===== src/rtl/sata_rx_pkg.sv =====
package sata_rx_pkg;

  typedef enum logic [1:0] {
    FIS_CTRL   = 2'd0,
    FIS_DATA   = 2'd1,
    FIS_VENDOR = 2'd2
  } fis_class_e;

  localparam logic [7:0] TYPE_DATA    = 8'h46;
  localparam logic [7:0] TYPE_VENDOR0 = 8'hC7;
  localparam logic [7:0] TYPE_VENDOR1 = 8'hD4;

  function automatic fis_class_e classify(input logic [7:0] tbyte);
    if (tbyte == TYPE_DATA)
      return FIS_DATA;
    else if (tbyte == TYPE_VENDOR0 || tbyte == TYPE_VENDOR1)
      return FIS_VENDOR;
    else
      return FIS_CTRL;
  endfunction

endpackage


===== src/rtl/sata_rx_fifo.sv =====
// Receive FIFO with a hidden tail (the words of a frame not yet reported)
// and a rewind that drops that tail. DEPTH must be a power of two.
module sata_rx_fifo #(
  parameter int DW    = 32,
  parameter int DEPTH = 16,
  localparam int AW   = $clog2(DEPTH)
) (
  input  logic          clk,
  input  logic          rst_n,
  input  logic          wr_en,
  input  logic [DW-1:0] wr_data,
  input  logic          wr_mark,
  input  logic          rewind,
  input  logic          hide,
  output logic          rd_valid,
  output logic [DW-1:0] rd_data,
  input  logic          rd_ready,
  output logic [AW:0]   level,
  input  logic [AW:0]   stall_thr,
  output logic          stall
);

  logic [DW-1:0] mem [DEPTH];
  logic [AW:0]   wr_ptr, rd_ptr, start_ptr;
  logic [AW:0]   vis_ptr;
  logic          pop;

  assign level    = wr_ptr - rd_ptr;
  assign vis_ptr  = hide ? start_ptr : wr_ptr;
  assign rd_valid = (rd_ptr != vis_ptr);
  assign rd_data  = mem[rd_ptr[AW-1:0]];
  assign pop      = rd_valid && rd_ready;

  always_ff @(posedge clk) begin
    if (wr_en) mem[wr_ptr[AW-1:0]] <= wr_data;
  end

  always_ff @(posedge clk) begin
    if (!rst_n) begin
      wr_ptr    <= '0;
      rd_ptr    <= '0;
      start_ptr <= '0;
      stall     <= 1'b0;
    end else begin
      stall <= (level > stall_thr);
      if (wr_en && wr_mark) start_ptr <= wr_ptr;
      if (rewind)
        wr_ptr <= wr_mark ? wr_ptr : start_ptr;
      else if (wr_en)
        wr_ptr <= wr_ptr + 1'b1;
      if (pop) rd_ptr <= rd_ptr + 1'b1;
    end
  end

  // the link layer honours stall, so no word arrives into a full FIFO
  a_r9_no_overflow: assert property (@(posedge clk) disable iff (!rst_n)
    wr_en |-> level < (AW+1)'(DEPTH));

  // an offered word that is not taken stays offered and unchanged
  a_r8_hold_offer: assert property (@(posedge clk) disable iff (!rst_n)
    rd_valid && !rd_ready |=> rd_valid && $stable(rd_data));

  // a rewind never leaves the FIFO fuller than before
  a_r6_rewind_shrinks: assert property (@(posedge clk) disable iff (!rst_n)
    rewind |=> level <= $past(level));

endmodule


===== src/rtl/sata_rx_fis_tracker.sv =====
// Per-frame state: class, length, reported flag, and the arrival and error rules.
module sata_rx_fis_tracker
  import sata_rx_pkg::*;
#(
  parameter int CW = 16,
  parameter int AW = 4
) (
  input  logic          clk,
  input  logic          rst_n,
  input  logic          wr_en,
  input  logic          sof,
  input  logic          eof,
  input  logic          crc_ok,
  input  logic [7:0]    type_byte,
  input  logic [AW:0]   level,
  input  logic [CW-1:0] cfg_short_max,
  input  logic [AW:0]   cfg_watermark,
  output logic          hide,
  output logic          rewind,
  output logic          fis_rcvd,
  output logic [7:0]    fis_type,
  output logic          crc_err
);

  fis_class_e    cls_q, cls_n, dec;
  logic [CW-1:0] cnt_q, cnt_n;
  logic          in_q, in_n, rep_q, rep_n;
  logic [7:0]    typ_q, typ_n, rtype;
  logic          report, err, wm_hit;

  assign dec    = classify(type_byte);
  assign wm_hit = in_q && (cls_q == FIS_VENDOR) && (cnt_q > cfg_short_max) &&
                  !rep_q && (level >= cfg_watermark);
  assign hide   = in_q && !rep_q;

  always_comb begin
    report = 1'b0;
    err    = 1'b0;
    rewind = 1'b0;
    rtype  = typ_q;
    rep_n  = rep_q;
    in_n   = in_q;
    cnt_n  = cnt_q;
    cls_n  = cls_q;
    typ_n  = typ_q;
    if (wr_en) begin
      if (sof) begin
        typ_n = type_byte;
        cls_n = dec;
        cnt_n = CW'(1);
        in_n  = 1'b1;
        rep_n = 1'b0;
        rtype = type_byte;
        if (dec == FIS_DATA) begin
          report = 1'b1;
          rep_n  = 1'b1;
        end
      end else if (cnt_q != '1) begin
        cnt_n = cnt_q + 1'b1;
      end
      if (eof) begin
        in_n = 1'b0;
        if (!rep_n) begin
          if (crc_ok) begin
            report = 1'b1;
            rep_n  = 1'b1;
          end else begin
            err    = 1'b1;
            rewind = 1'b1;
          end
        end else if (!crc_ok) begin
          err = 1'b1;
        end
      end
    end
    if (!(wr_en && (sof || eof)) && wm_hit) begin
      report = 1'b1;
      rep_n  = 1'b1;
    end
  end

  always_ff @(posedge clk) begin
    if (!rst_n) begin
      cls_q    <= FIS_CTRL;
      cnt_q    <= '0;
      in_q     <= 1'b0;
      rep_q    <= 1'b0;
      typ_q    <= '0;
      fis_rcvd <= 1'b0;
      fis_type <= '0;
      crc_err  <= 1'b0;
    end else begin
      cls_q    <= cls_n;
      cnt_q    <= cnt_n;
      in_q     <= in_n;
      rep_q    <= rep_n;
      typ_q    <= typ_n;
      fis_rcvd <= report;
      fis_type <= report ? rtype : fis_type;
      crc_err  <= err;
    end
  end

  // a data header word is reported on the next cycle
  a_r5_data_on_header: assert property (@(posedge clk) disable iff (!rst_n)
    wr_en && sof && type_byte == TYPE_DATA |=> fis_rcvd && fis_type == TYPE_DATA);

  // a bad CRC at end-of-frame always yields an error pulse
  a_r6_bad_crc_flag: assert property (@(posedge clk) disable iff (!rst_n)
    wr_en && eof && !crc_ok |=> crc_err);

  // an arrival pulse is always preceded by an accepted word or a watermark hit
  a_r10_pulse_cause: assert property (@(posedge clk) disable iff (!rst_n)
    $rose(fis_rcvd) |-> $past(wr_en || wm_hit));

endmodule


===== src/rtl/sata_rx_deframer.sv =====
module sata_rx_deframer #(
  parameter int DW    = 32,
  parameter int DEPTH = 16,
  parameter int CW    = 16
) (
  input  logic                   clk,
  input  logic                   rst_n,
  input  logic [CW-1:0]          cfg_short_max,
  input  logic [$clog2(DEPTH):0] cfg_watermark,
  input  logic [$clog2(DEPTH):0] cfg_threshold,
  input  logic                   lnk_valid,
  input  logic [DW-1:0]          lnk_data,
  input  logic                   lnk_sof,
  input  logic                   lnk_eof,
  input  logic                   lnk_crc_ok,
  output logic                   lnk_stall,
  output logic                   cmd_valid,
  output logic [DW-1:0]          cmd_data,
  input  logic                   cmd_ready,
  output logic                   fis_rcvd,
  output logic [7:0]             fis_type,
  output logic                   crc_err
);

  localparam int AW = $clog2(DEPTH);

  logic [AW:0] level;
  logic        hide, rewind;

  sata_rx_fis_tracker #(.CW(CW), .AW(AW)) u_track (
    .clk           (clk),
    .rst_n         (rst_n),
    .wr_en         (lnk_valid),
    .sof           (lnk_sof),
    .eof           (lnk_eof),
    .crc_ok        (lnk_crc_ok),
    .type_byte     (lnk_data[7:0]),
    .level         (level),
    .cfg_short_max (cfg_short_max),
    .cfg_watermark (cfg_watermark),
    .hide          (hide),
    .rewind        (rewind),
    .fis_rcvd      (fis_rcvd),
    .fis_type      (fis_type),
    .crc_err       (crc_err)
  );

  sata_rx_fifo #(.DW(DW), .DEPTH(DEPTH)) u_fifo (
    .clk       (clk),
    .rst_n     (rst_n),
    .wr_en     (lnk_valid),
    .wr_data   (lnk_data),
    .wr_mark   (lnk_sof),
    .rewind    (rewind),
    .hide      (hide),
    .rd_valid  (cmd_valid),
    .rd_data   (cmd_data),
    .rd_ready  (cmd_ready),
    .level     (level),
    .stall_thr (cfg_threshold),
    .stall     (lnk_stall)
  );

  // stall only follows an edge where occupancy was above the threshold
  a_r9_stall_cause: assert property (@(posedge clk) disable iff (!rst_n)
    lnk_stall |-> $past(level) > $past(cfg_threshold));

endmodule


===== config.mk =====
export PLATFORM = sky130hd
export DESIGN_NAME = sata_rx_deframer
export DESIGN_NICKNAME = d
export VERILOG_FILES = /design/src/rtl/sata_rx_pkg.sv /design/src/rtl/sata_rx_fifo.sv /design/src/rtl/sata_rx_fis_tracker.sv /design/src/rtl/sata_rx_deframer.sv
export SDC_FILE = /design/constraint.sdc
export NUM_CORES = 1
export LEC_CHECK = 0
export BUFFER_PORTS_ARGS = -buffer_cell sky130_fd_sc_hd__buf_4
export CAP_MARGIN = 20
export CORE_ASPECT_RATIO = 1.5
export CORE_UTILIZATION = 25
export DETAILED_ROUTE_END_ITERATION = 6
export GPL_ROUTABILITY_DRIVEN = 1
export PLACE_DENSITY = 0.5
export SETUP_SLACK_MARGIN = 0.4
export SYNTH_ARGS = -nofsm -noshare
export SYNTH_HDL_FRONTEND = slang
export SYNTH_SLANG_ARGS = --single-unit

===== constraint.sdc =====
create_clock -name clk -period 4.9 [get_ports clk]
set_clock_uncertainty 0.2 [all_clocks]
set_input_delay 0.245 -clock clk [delete_from_list [all_inputs] [get_ports clk]]
set_output_delay 0.245 -clock clk [all_outputs]
set_load 0.02 [all_outputs]

### After elaboration in Yosys (flattened, before gate mapping)

Memories as Yosys holds them, arrays and structs flattened. A register that Yosys moved wholly into a read port is not among the register bits.
Cells that the tools add are included.

* add/sub/neg operators: 4
* magnitude comparators: 3
* equality and inequality tests: 8
* mux-type cells: 34
* reduce and logical (&&, ||, !) cells: 22

Operator list (number)
* 16-bit 2-to-1 mux: 2
* 1-bit 2-to-1 mux: 22
* 5-bit 2-to-1 mux: 4
* 16-bit by 1-bit adder with 16-bit output (second input constant): 1
* 8-bit == test (second input constant): 2
* 16-bit greater-than comparator: 1
* 8-bit 2-to-1 mux: 2
* 16-bit inequality test (second input constant): 1
* 5-bit by 1-bit adder with 5-bit output (second input constant): 2
* 1-bit logical AND: 9
* 8-bit by 7-bit == test with 1-bit output (second input constant): 1
* 4-bit 2-to-1 mux: 2
* 2-bit AND reduction: 4
* 2-bit nonzero test: 4
* 5-bit greater-or-equal comparator: 1
* 5-bit greater-than comparator: 1
* 5-bit inequality test: 1
* 5-bit subtractor: 1
* 2-bit 2-to-1 mux: 2
* 3-bit AND reduction: 1
* 2-bit by 1-bit == test with 1-bit output (second input constant): 1
* 2-bit == test (second input constant): 1
* 1-bit zero test: 2
* 1-bit logical OR: 2
* 2-bit inequality test (second input constant): 1

* bits in registers: 54
* memory bits (writable): 512
* memories: 1

Memories
* u_fifo.mem: depth 16, width 32, read ports 1, clocked after Yosys merged registers in 1, wr ports 1, RTL line sata_rx_fifo.sv:23 `logic [DW-1:0] mem [DEPTH];`

### Longest topological paths before layout

Gate-level depths: netlist (run 1).

* word-level depth: 13
* depth in mapped cells: 13

### Cells and area by module

Synthesis (run 1) repeated with hierarchy kept, for this count alone.

* cells, all modules: 1149
* area, all modules: 22750.6 um^2

By module, submodules not included
* sata_rx_fifo: times used 1, cells an instance 892, area each 20573.5 um^2, sequential area each 15775.1 um^2
* sata_rx_fis_tracker: times used 1, cells an instance 257, area each 2177.1 um^2, sequential area each 760.7 um^2

### Worst setup path before layout (run 1)

No wires, ideal clock.

* path kind: reg2reg
* from: register u_fifo.wr_ptr[1]
* to: memory u_fifo.mem[3][0] (enable)
* setup time: 461 ps
* arrival time: 2995 ps
* setup slack: 1244 ps
* cell stages (with the launch flop): 4
* cells stage by stage: dfxtp_1 -> ha_1 -> nand2_1 -> nor3_1

RTL lines
* start: declaration: RTL line sata_rx_fifo.sv:24 `logic [AW:0] wr_ptr, rd_ptr, start_ptr;`
* start signal: assignment: RTL line sata_rx_fifo.sv:48 `wr_ptr <= wr_mark ? wr_ptr : start_ptr;`
* start signal: assignment: RTL line sata_rx_fifo.sv:50 `wr_ptr <= wr_ptr + 1'b1;`
* end: declaration: RTL line sata_rx_fifo.sv:23

No word-level cell before the write port.

### Worst setup path in the final report (run 1)

* from: register u_fifo.wr_ptr[0]
* to: register u_fifo.stall

* word-level cells in the longest chain between the ends: 2

Ends and longest elaborated chain
* 5-bit subtractor: RTL line sata_rx_fifo.sv:28 `assign level = wr_ptr - rd_ptr;`
* 5-bit greater-than comparator: RTL line sata_rx_fifo.sv:45 `stall <= (level > stall_thr);`
* end signal: assignment: RTL line sata_rx_fifo.sv:45
* end: declaration: RTL line sata_rx_fifo.sv:20 `output logic stall`

No other way between the ends.
A chain may end at the register's enable or synchronous reset.

==> run metrics, run 1 <==
minimum clock period=3.758 ns; clock-pin slew on the worst setup and hold paths=about 0.070 ns; clock root buffer=clkbuf_16; post-synth top area cell=edfxtp_1; most common cell after layout, fill and taps aside=edfxtp_1; Core Area=between 0.09 and 0.1 mm²; CTS tree=built; WHS Path Cells=7; Post-Syn Instances=between 1,000 and 1,500; register area share after synthesis=0.7271; maximum buffer depth of the clock tree=3; Req. time, crit path=around 5.2 ns; commonest non-fill, non-tap cells in the layout=edfxtp_1 (512), mux4_2 (160), buf_4 (130), nand2_1 (67), clkbuf_16 (57); final setup violation count=0; Place WS=around 1.1 ns; Final Hold Slack=0.06576 ns; # fillers=approximately 9,000; CTS HTree Levels=2; Slew Limit Fails=0; synthesis-stage register bit count=570; Layout area overhead=20.29%; antenna-violating nets left=0; Worst Path Max Fanout=8; later-pin clock latency in the skew report=0.61 ns; post-synth top area share=0.6761; Yosys warning total=0; I/O pin count=~110; via count=roughly 11,000; number of distinct library cells after synthesis=56; register area=between 0.015 and 0.02 mm²; n_diodes=0; CTS Sinks=between 500 and 600; Cell Chain, Critical Path=inv_1 > ha_1 > inv_1 > fa_1 > ha_1 > nor2b_1 > o21a_1 > o21ai_0 > nand2b_1 > a21oi_1 > dlygate4sd3_1 > nor2_1 > dlygate4sd3_1; TritonCTS Buffers=56; Post-synth ARST share=0; first-pass GRT wire length=82,430 µm; Die X=248.3 µm; Startpoint Class=flip-flop; Power Dens Cells=391.7 mW/mm²; dpl hpwl=about 32,000 µm; starting DRC count in detailed routing=about 800; initial core utilization=0.2521; crit end category=flip-flop; Max-Cap Viols=0; Hold WC Path Type=in2reg; Rel. slew slack=0.2775; Reg2Reg Depth=13; fmax=around 0.27 GHz; DRC Markers=0; crit path max-delay cell type=dlygate4sd3_1; initial antenna violation count=1; Setup Fix Bufs, Post-CTS=0; grt ovf=0; Die Ht=approximately 370 µm; Total Nets Final=between 1,000 and 1,500; delay-heaviest family, CP=buffers and inverters; Buf/Inv on CP=4; num rows=135; Clock power frac=0.387; peak supply drop=239.8 µV; Syn Area/Cell=roughly 20 µm²; total power=roughly 0.011 W; area occupied by multi-input gates=0.005962 mm²; vias in the first global route=12,730; Total GRT Usage=0.1217; DR vias/cell=~4.5; port bufs=108; Slew @ Worst Pin=1.081 ns; share of layout cells above drive strength 1=0.2934; main flop type after synthesis=edfxtp_1; status=finished clean; CP Data Arrival Time=around 4 ns; wire per inst=~22 µm; syn nets=about 1,200; setup TNS=0 ns; synth top area cells=edfxtp_1 (68%), mux4_2 (16%), dfxtp_1 (5.1%), ha_1 (2.0%), nand2_1 (1.1%); unrepaired setup endpoints after global routing=false; Pint=0.008240 W; die area=0.09220 mm²; total net switching power=~0.0025 W; Seq pwr share=0.506; combinational fraction of design power=0.107; Post-Syn Area=around 0.023 mm²; routability cong.=between 0.7 and 0.8; WP depth=13; EDFF count, synth=512; WL final=roughly 55,000 µm; switching part of the total=0.2310; crit path kind=reg2reg; drt pass-1 iters=4; Final Hold Viols=0; Final WS setup=roughly 1.1 ns; LEAKAGE=a little under 9 nW; CP max stage delay=about 0.57 ns; largest net degree at the start of global routing=53; part of the cycle the worst path needs=0.7669
==> routing by layer <==
layer | track usage | routed length, µm | vias up
met2 | 0.2194 | 29150 | 223
met3 | 0.02100 | 2145 | 83
met5 | 0 | 13 | -
li1 | - | - | 5029
met1 | 0.1476 | 22520 | 6004
met4 | 0.03318 | 1138 | 2
==> power by group through the flow <==
stage / Clock (W) / Combinational, W / Sequential (W)
floorplan: 0 / 0.000758 / 0.00549
global placement: 0 / 0.00114 / 0.00553
detailed placement: 0 / 0.00115 / 0.00553
CTS: 0.00426 / 0.00119 / 0.00543
global route: 0.00443 / 0.00125 / 0.00543
finish: 0.00415 / 0.00114 / 0.00542
==> stage by stage <==
stage          instance area (µm²)  std cells    util
6_report                     27360       2541  0.3033
5_1_grt                      27360       2541  0.3033
4_1_cts                      27340       2540  0.3031
3_5_place_dp                 25140       2391  0.2787
3_3_place_gp                 25140       2391  0.2787
2_1_floorplan                22740       1144       -
==> state kept, by name (all words and copies together) (netlist names), named ones only <==
name              flops
u_track.fis_rcvd      1
u_fifo.stall          1
u_track.rep_q         1
u_track.fis_type      8
u_track.in_q          1
u_track.cls_q         2
u_fifo.rd_ptr         5
u_track.cnt_q        16
u_fifo.wr_ptr         5
u_fifo.mem          512
u_track.typ_q         8
u_track.crc_err       1
u_fifo.start_ptr      5
==> worst min-delay path: cells and delay by family <==
kind / cells / cell delay [ns]
AOI/OAI and AO/OA: 2 / 0.17
adders and majority gates: 1 / 0.12
buffers and inverters: 1 / 0.08
and+or+nand+nor: 3 / 0.21
==> cells in the mapped netlist, drive strengths merged, types with 10 or more instances <==
cell type,number
nor2,27
nand4,10
and2,10
buf,21
clkbuf,29
dfxtp,58
a21oi,19
o21ai,16
nand2,67
edfxtp,512
inv,36
a21boi,19
mux4,160
nand2b,11
nand3,12
nor2b,11
xor2,10
ha,36
==> repair_timing <==
action                                 CTS  global route
resized for setup                        0             0
endpoints found under the hold margin  550             0
hold buffers                            45             0
==> final timing paths <==
path | from | end | slack [ns]
worst max-delay path | u_fifo.wr_ptr[0]$_SDFFE_PN0P_ | u_fifo.stall$_SDFF_PN0_ | 1.14
worst min-delay path | cfg_short_max[0] | u_track.rep_q$_SDFFE_PN0P_ | 0.07
worst max register to register | u_fifo.wr_ptr[0]$_SDFFE_PN0P_ | u_fifo.stall$_SDFF_PN0_ | 1.14
worst min register to register | u_track.typ_q[3]$_SDFF_PN0_ | u_track.typ_q[3]$_SDFF_PN0_ | 0.28
==> logic make-up after synthesis <==
kind of cell,share of synthesized area
flops,0.7271
simple gates,0.04016
mux,0.1651
buf+inv,0.01557
compound gates,0.02564
fa+ha+maj,0.02069
xor+xnor,0.005777
==> layout make-up <==
type,count,area share
flip-flops and latches,570,0.6049
repair buffers,179,0.05507
multi-input cells,488,0.2179
clock inverters,32,0.009742
well taps,1164,0.05324
inverters,36,0.004940
clock buffers,72,0.05420
No activity file was read; power rests on OpenSTA's default activity.
==> inputs of run 2 (changes only) <==
--- a/config.mk
+++ b/config.mk
@@ -11,7 +11,7 @@
 export CORE_UTILIZATION = 25
 export DETAILED_ROUTE_END_ITERATION = 6
 export GPL_ROUTABILITY_DRIVEN = 1
-export PLACE_DENSITY = 0.5
+export PLACE_DENSITY = 0.52
 export SETUP_SLACK_MARGIN = 0.4
 export SYNTH_ARGS = -nofsm -noshare
 export SYNTH_HDL_FRONTEND = slang
==> constraint.sdc (replaced) <==
create_clock -name clk -period 3.01 [get_ports clk]
set_clock_uncertainty 0.2 [all_clocks]
set_input_delay 0.1505 -clock clk [delete_from_list [all_inputs] [get_ports clk]]
set_output_delay 0.1505 -clock clk [all_outputs]
set_load 0.02 [all_outputs]
==> run 2 against run 1 <==
  * The run now ends with design-rule violations, negative setup slack left
  * Final cell count rose by 3.4%
  * Non-clock buffer count increased by 90
  * Register-to-register slack worse by 1.3 ns
  * Sequential share of layout area shrank 3.7 points
  * Count of clock-buffer cells in the layout shrank 4
  * Clock power rose by 67%
  * Critical endpoint is now u_track.fis_type[6]$_SDFFE_PN0P_
  * Combinational power increased by 140%
  * Routed wire length increased by 1.7%
  * Global-route usage increased by 0.11 points
==> run metrics, run 2 (synthesized netlist as in run 1, its figures left out) <==
status=finished with violations (was finished clean); failing checks=design-rule violations, negative setup slack; TritonCTS Buffers=54 (was 56); initial antenna violation count=0 (was 1); max FFs per register=512 (unchanged); share of layout cells above drive strength 1=0.3575 (was 0.2934); dpl hpwl=31,220 µm (was 31,550 µm); Final WS setup=-0.1379 ns (was 1.142 ns); register area=0.01656 mm² (was 0.01655 mm²); starting DRC count in detailed routing=754 (was 796); largest net degree at the start of global routing=46 (was 53); Reg2Reg Depth=15 (was 13); LEAKAGE=9.494 nW (was 8.723 nW); Rel. slew slack=0.5467 (was 0.2775); R2R Setup Slk=-0.14 ns (was 1.14 ns); maximum buffer depth of the clock tree=3 (unchanged); clock-pin slew on the worst setup and hold paths=0.07 ns (about the same); die area=0.09220 mm² (unchanged); Clock power frac=0.377 (was 0.387); num rows=135 (unchanged); commonest non-fill, non-tap cells in the layout=edfxtp_1 (512), mux4_2 (160), buf_4 (119), nand2_1 (67), clkbuf_16 (54) (was edfxtp_1 (512), mux4_2 (160), buf_4 (130), nand2_1 (67), clkbuf_16 (57)); non-filler cells in the finished layout=2,627 (was 2,541); CTS HTree Levels=2 (unchanged); Top Layer Used=met4 (was met5); CTS Sinks=570 (unchanged); wl on met1=22,660 µm (was 22,520 µm); wire per inst=21.28 µm (was 21.63 µm); # fillers=8,697 (was 8,866); crit path max-delay cell type=fa_2 (was dlygate4sd3_1); Total GRT Usage=0.1228 (was 0.1217); minimum clock period=3.148 ns (was 3.758 ns); RR Endpoint=u_track.fis_type[6]$_SDFFE_PN0P_ (was u_fifo.stall$_SDFF_PN0_); Cell Chain, Critical Path=inv_4 > ha_4 > inv_2 > fa_2 > a21o_1 > a21oi_2 > xnor2_2 > ha_1 > a21o_1 > a31oi_2 > buf_4 > a211oi_4 > a21oi_4 > buf_12 > mux2_2 (was inv_1 > ha_1 > inv_1 > fa_1 > ha_1 > nor2b_1 > o21a_1 > o21ai_0 > nand2b_1 > a21oi_1 > dlygate4sd3_1 > nor2_1 > dlygate4sd3_1); Die Ht=371.4 µm (unchanged); fmax=0.3177 GHz (was 0.2661 GHz); WP depth=15 (was 13); grt ovf=0 (unchanged); unrepaired setup endpoints after global routing=true (was false); WL met2=29,710 µm (was 29,150 µm); initial core utilization=0.2521 (unchanged); CP Data Arrival Time=3.45 ns (was 4.05 ns); Slew Limit Fails=0 (unchanged); Worst Path Max Fanout=9 (was 8); Place WS=-0.1510 ns (was 1.099 ns); Core Area=0.09020 mm² (unchanged); Crit path top cell by count=a21o_1; Slew @ Worst Pin=0.6800 ns (was 1.081 ns); Pint=0.01417 W (was 0.008240 W); Die X=248.3 µm (unchanged); Startpoint Class=flip-flop (unchanged); drt pass-1 iters=7 (was 4); total net switching power=0.004264 W (was 0.002475 W); launch point of the worst path=u_fifo.wr_ptr[0]$_SDFFE_PN0P_ (unchanged); peak supply drop=477.2 µV (was 239.8 µV); Layout area overhead=28.19% (was 20.29%); via count=11,580 (was 11,340); switching part of the total=0.2312 (was 0.2310); later-pin clock latency in the skew report=0.62 ns (was 0.61 ns); CP max stage delay=0.36 ns (was 0.57 ns); DR vias/cell=4.408 (was 4.463); Final Hold Viols=0 (unchanged); DRC Markers=4 (was 0); I/O pin count=109 (unchanged); met3 wire length=2143 µm (was 2145 µm); antenna-violating nets left=0 (unchanged); Worst Setup EP=u_track.fis_type[6]$_SDFFE_PN0P_ (was u_fifo.stall$_SDFF_PN0_); Hold WC Path Type=in2reg (unchanged); most common cell after layout, fill and taps aside=edfxtp_1 (unchanged); Worst R2R Start=u_fifo.wr_ptr[0]$_SDFFE_PN0P_ (unchanged); placed cell count=2,425 (was 2,391); routability cong.=0.7693 (was 0.7528); Total Nets Final=1,521 (was 1,433); port bufs=108 (unchanged); Buf/Inv on CP=4 (unchanged); n_diodes=0 (unchanged); final setup violation count=14 (was 0); crit end category=flip-flop (unchanged); Req. time, crit path=3.32 ns (was 5.19 ns); vias in the first global route=12,680 (was 12,730); part of the cycle the worst path needs=1.046 (was 0.7669); first-pass GRT wire length=82,780 µm (was 82,430 µm); CTS tree=built (unchanged); area occupied by multi-input gates=0.006122 mm² (was 0.005962 mm²); Power Dens Cells=632.4 mW/mm² (was 391.7 mW/mm²); Max-Cap Viols=0 (unchanged); combinational fraction of design power=0.147 (was 0.107); Seq pwr share=0.476 (was 0.506); WL final=55,900 µm (was 54,970 µm); clock root buffer=clkbuf_16 (unchanged); setup TNS=-1.127 ns (was 0 ns); delay-heaviest family, CP=compound AO/OA/AOI/OAI gates (was buffers and inverters); crit path kind=reg2reg (unchanged)
## run 2: cell types whose count changed in the layout (fill, tap and decap cells not counted), sizes merged
cell / delta
buf: +88
inv: +1
clkbuf: -4
dlygate4sd3: +2
bufinv: +3
clkinv: -4
## run 2: per-layer routing
metal	vias up	track usage
met1	6081	0.1453
li1	5198	-
met2	232	0.2236
met5	-	0
met4	0	0.03834
met3	68	0.02079
## run 2: how the worst min path moves through the flow
stage	from	to	slack, ns	cells after the start
finish	cfg_short_max[0]	u_track.rep_q$_SDFFE_PN0P_	0.05	7
global route	cfg_short_max[0]	u_track.rep_q$_SDFFE_PN0P_	0.08	7
CTS	cfg_short_max[0]	u_track.rep_q$_SDFFE_PN0P_	0.006	7
detailed placement	lnk_data[9]	u_fifo.mem[8][9]$_DFFE_PP_	0.26	1
global placement	lnk_data[26]	u_fifo.mem[0][26]$_DFFE_PP_	0.24	1
floorplan	lnk_data[0]	u_fifo.mem[0][0]$_DFFE_PP_	0.05	0
## run 2: area by class of cell
class | count | area share
multi-input combinational | 488 | 0.2100
inverter | 36 | 0.004721
tap | 1164 | 0.04996
clock inverter | 32 | 0.01300
clock buffer | 68 | 0.04884
timing repair buffer | 269 | 0.1056
sequential | 570 | 0.5679
## run 2: what timing repair did
| action | CTS | global route |
|---|---|---|
| gates cloned | 13 | 0 |
| hold buffers | 47 | 0 |
| buffers inserted | 40 | 2 |
| pin swaps | 7 | 3 |
| setup endpoints to repair | 43 | 44 |
| endpoints found under the hold margin | 562 | 0 |
| gates resized for setup | 100 | 10 |
## run 2: power by group through the flow
stage                     logic, W  clock network (W)  registers, W
after floorplan            0.00124                  0       0.00894
after global placement     0.00205                  0       0.00894
after detailed placement   0.00207                  0       0.00895
after CTS                  0.00276            0.00719       0.00877
after global routing       0.00292            0.00744       0.00878
final                      0.00272            0.00695       0.00877
## run 2: metrics by stage
step | utilization | cell area, µm² | hold WS [ns] | total power, W
floorplan | - | 22820 | 0.04937 | 0.01018
global route | 0.3232 | 29150 | 0.08126 | 0.01913
finish | 0.3232 | 29150 | 0.04763 | 0.01844
CTS | 0.3226 | 29100 | 0.005855 | 0.01872
global placement | 0.2847 | 25680 | 0.2361 | 0.01099
detailed placement | 0.2847 | 25680 | 0.2563 | 0.01101
## run 2: tightest hold or removal path, cell delays in order
cell and delay, ns:
buf_4 0.08, ha_1 0.12, nand2_1 0.05, nor2_1 0.18, a211oi_4 0.11, nand2_1 0.06
a21boi_1 0.05
==> inputs of run 3 (changes only) <==
--- a/config.mk
+++ b/config.mk
@@ -11,8 +11,7 @@
 export CORE_UTILIZATION = 25
 export DETAILED_ROUTE_END_ITERATION = 6
 export GPL_ROUTABILITY_DRIVEN = 1
-export PLACE_DENSITY = 0.52
-export SETUP_SLACK_MARGIN = 0.4
+export PLACE_DENSITY = 0.5
 export SYNTH_ARGS = -nofsm -noshare
 export SYNTH_HDL_FRONTEND = slang
 export SYNTH_SLANG_ARGS = --single-unit
==> constraint.sdc (replaced) <==
create_clock -name clk -period 3.9 [get_ports clk]
set_clock_uncertainty 0.2 [all_clocks]
set_input_delay 0.195 -clock clk [delete_from_list [all_inputs] [get_ports clk]]
set_output_delay 0.195 -clock clk [all_outputs]
set_load 0.01 [all_outputs]
==> run 3 against run 2 <==
  * The flow now finishes without violations
  * Flip-flop and latch count stayed put
  * Fmax decreased by 13%
  * Core utilization down 2.0 points
  * Sequential share of layout area is 3.6 points higher
  * Die area unchanged
  * Clock power fell by 28%
  * Total power is 28% lower
  * Design area fell by 6.1%
  * Worst hold slack better by 0.10 ns
  * Critical path type unchanged
  * Highest routed layer is now met5
==> run metrics, run 3 (synthesized netlist as in run 1, its figures left out) <==
LEAKAGE=8.745 nW (was 9.494 nW); share of layout cells above drive strength 1=0.2986 (was 0.3575); peak supply drop=299.6 µV (was 477.2 µV); clock-pin slew on the worst setup and hold paths=0.06 ns (was 0.07 ns); Max-Cap Viols=0 (unchanged); Rel. slew slack=0.4281 (was 0.5467); Total GRT Usage=0.1212 (was 0.1228); max FFs per register=512 (unchanged); CP max stage delay=0.59 ns (was 0.36 ns); total power=0.01321 W (was 0.01844 W); delay-heaviest family, CP=buffers and inverters (was compound AO/OA/AOI/OAI gates); Die Ht=371.4 µm (unchanged); Buf/Inv on CP=3 (was 4); Die X=248.3 µm (unchanged); DRC Markers=0 (was 4); WL final=54,910 µm (was 55,900 µm); wire per inst=21.58 µm (was 21.28 µm); DR vias/cell=4.449 (was 4.408); Worst Path Max Fanout=7 (was 9); Req. time, crit path=4.21 ns (was 3.32 ns); port bufs=108 (unchanged); unrepaired setup endpoints after global routing=false (was true); Slew Limit Fails=0 (unchanged); # fillers=8,831 (was 8,697); fmax=0.2754 GHz (was 0.3177 GHz); crit path kind=reg2reg (unchanged); TritonCTS Buffers=54 (unchanged); CTS Sinks=570 (unchanged); later-pin clock latency in the skew report=0.62 ns (about the same); CTS tree=built (unchanged); initial antenna violation count=1 (was 0); die area=0.09220 mm² (unchanged); first-pass GRT wire length=81,650 µm (was 82,780 µm); n_diodes=0 (unchanged); num rows=135 (unchanged); crit end category=flip-flop (unchanged); commonest non-fill, non-tap cells in the layout=edfxtp_1 (512), mux4_2 (160), buf_4 (135), nand2_1 (67) (was edfxtp_1 (512), mux4_2 (160), buf_4 (119), nand2_1 (67), clkbuf_16 (54)); antenna-violating nets left=0 (unchanged); clock root buffer=clkbuf_16 (unchanged); part of the cycle the worst path needs=0.9311 (was 1.046); crit path max-delay cell type=fa_1 (was fa_2); Power Dens Cells=482.4 mW/mm² (was 632.4 mW/mm²); status=finished clean (was finished with violations); CTS HTree Levels=2 (unchanged); maximum buffer depth of the clock tree=3 (unchanged); Slew @ Worst Pin=0.8579 ns (was 0.6800 ns); drt pass-1 iters=5 (was 7); final setup violation count=0 (was 14); Layout area overhead=20.40% (was 28.19%); minimum clock period=3.631 ns (was 3.148 ns); Startpoint Class=flip-flop (unchanged); initial core utilization=0.2521 (unchanged); setup TNS=0 ns (was -1.127 ns); Final Hold Viols=0 (unchanged); via count=11,320 (was 11,580); Cell Chain, Critical Path=ha_1 > inv_1 > fa_1 > ha_1 > nor2b_1 > o21a_1 > o21ai_0 > nand2b_1 > a21oi_1 > dlygate4sd3_1 > nor2_1 > dlygate4sd3_1 (was inv_4 > ha_4 > inv_2 > fa_2 > a21o_1 > a21oi_2 > xnor2_2 > ha_1 > a21o_1 > a31oi_2 > buf_4 > a211oi_4 > a21oi_4 > buf_12 > mux2_2); grt ovf=0 (unchanged); Hold WC Path Type=in2reg (unchanged); dpl hpwl=31,580 µm (was 31,220 µm); vias in the first global route=12,440 (was 12,680); most common cell after layout, fill and taps aside=edfxtp_1 (unchanged); Post-Route Utilization=0.3036 (was 0.3232); CP Data Arrival Time=3.94 ns (was 3.45 ns); I/O pin count=109 (unchanged); routability cong.=0.7566 (was 0.7693); largest net degree at the start of global routing=56 (was 46); Core Area=0.09020 mm² (unchanged); starting DRC count in detailed routing=774 (was 754); Total Nets Final=1,441 (was 1,521)
==> run 3: changes by cell type in the layout (fill, tap and decap cells not counted), sizes merged <==
| cell | delta |
|---|---|
| dlygate4sd3 | -1 |
| buf | -79 |
| clkbuf | -3 |
| bufinv | -4 |
| clkinv | +4 |
==> run 3: final cells by class <==
type,instances,area (µm²),area share
repair buffers,189,1634,0.05968
clock buffers,65,1393,0.05086
clock inverters,32,247.7,0.009048
flip-flops and latches,570,16550,0.6043
multi-input cells,488,5969,0.2180
inverters,36,135.1,0.004935
well taps,1164,1456,0.05319
==> run 3: what timing repair did <==
item,CTS,global route
endpoints found under the hold margin,550,0
setup buffers,0,0
endpoints found under the setup margin,0,7
resized for setup,0,1
hold buffers,46,0
==> run 3: per-stage QoR <==
stage | std cells | cell area [µm²] | hold WS (ns) | worst slack, ns
3_5_place_dp | 2401 | 25270 | 0.2786 | 0.1126
3_3_place_gp | 2401 | 25270 | 0.2713 | 0.1975
2_1_floorplan | 1144 | 22740 | 0.09387 | 0.2441
5_1_grt | 2544 | 27380 | 0.1673 | 0.09082
6_report | 2544 | 27380 | 0.1492 | 0.2689
4_1_cts | 2544 | 27370 | 0.05414 | 0.09437
==> run 3: worst min-delay path, stage by stage <==
cell      delay, ns
buf_4          0.10
inv_1          0.04
ha_1           0.13
a221oi_1       0.07
nand3_1        0.18
nand2_1        0.07
a21boi_0       0.14
==> run 3: metal layers <==
layer  part of all wire  up-vias  GRT usage
met5            0.00024        -          0
met4              0.023        2    0.03541
met3              0.038       70    0.01884
met2               0.53      243     0.2196
met1               0.41     5952     0.1462
li1                   -     5051          -
==> run 3: power breakdown <==
part,total (W),leakage (nW),switching [W],internal (W)
registers,0.00681,5.10,0.0000743,0.00673
clock network,0.00499,0.800,0.00230,0.00269
logic,0.00141,2.85,0.000665,0.000748
total,0.0132,8.74,0.00304,0.0102
==> run 3: worst paths after layout <==
check / slack, ns / startpoint / cells after the start / end
max reg2reg: 0.27 / u_fifo.rd_ptr[0]$_SDFFE_PN0P_ / 12 / u_fifo.stall$_SDFF_PN0_
max: 0.27 / u_fifo.rd_ptr[0]$_SDFFE_PN0P_ / 12 / u_fifo.stall$_SDFF_PN0_
min: 0.15 / cfg_short_max[15] / 7 / u_track.rep_q$_SDFFE_PN0P_
min reg2reg: 0.28 / u_track.typ_q[0]$_SDFF_PN0_ / 2 / u_track.typ_q[0]$_SDFF_PN0_
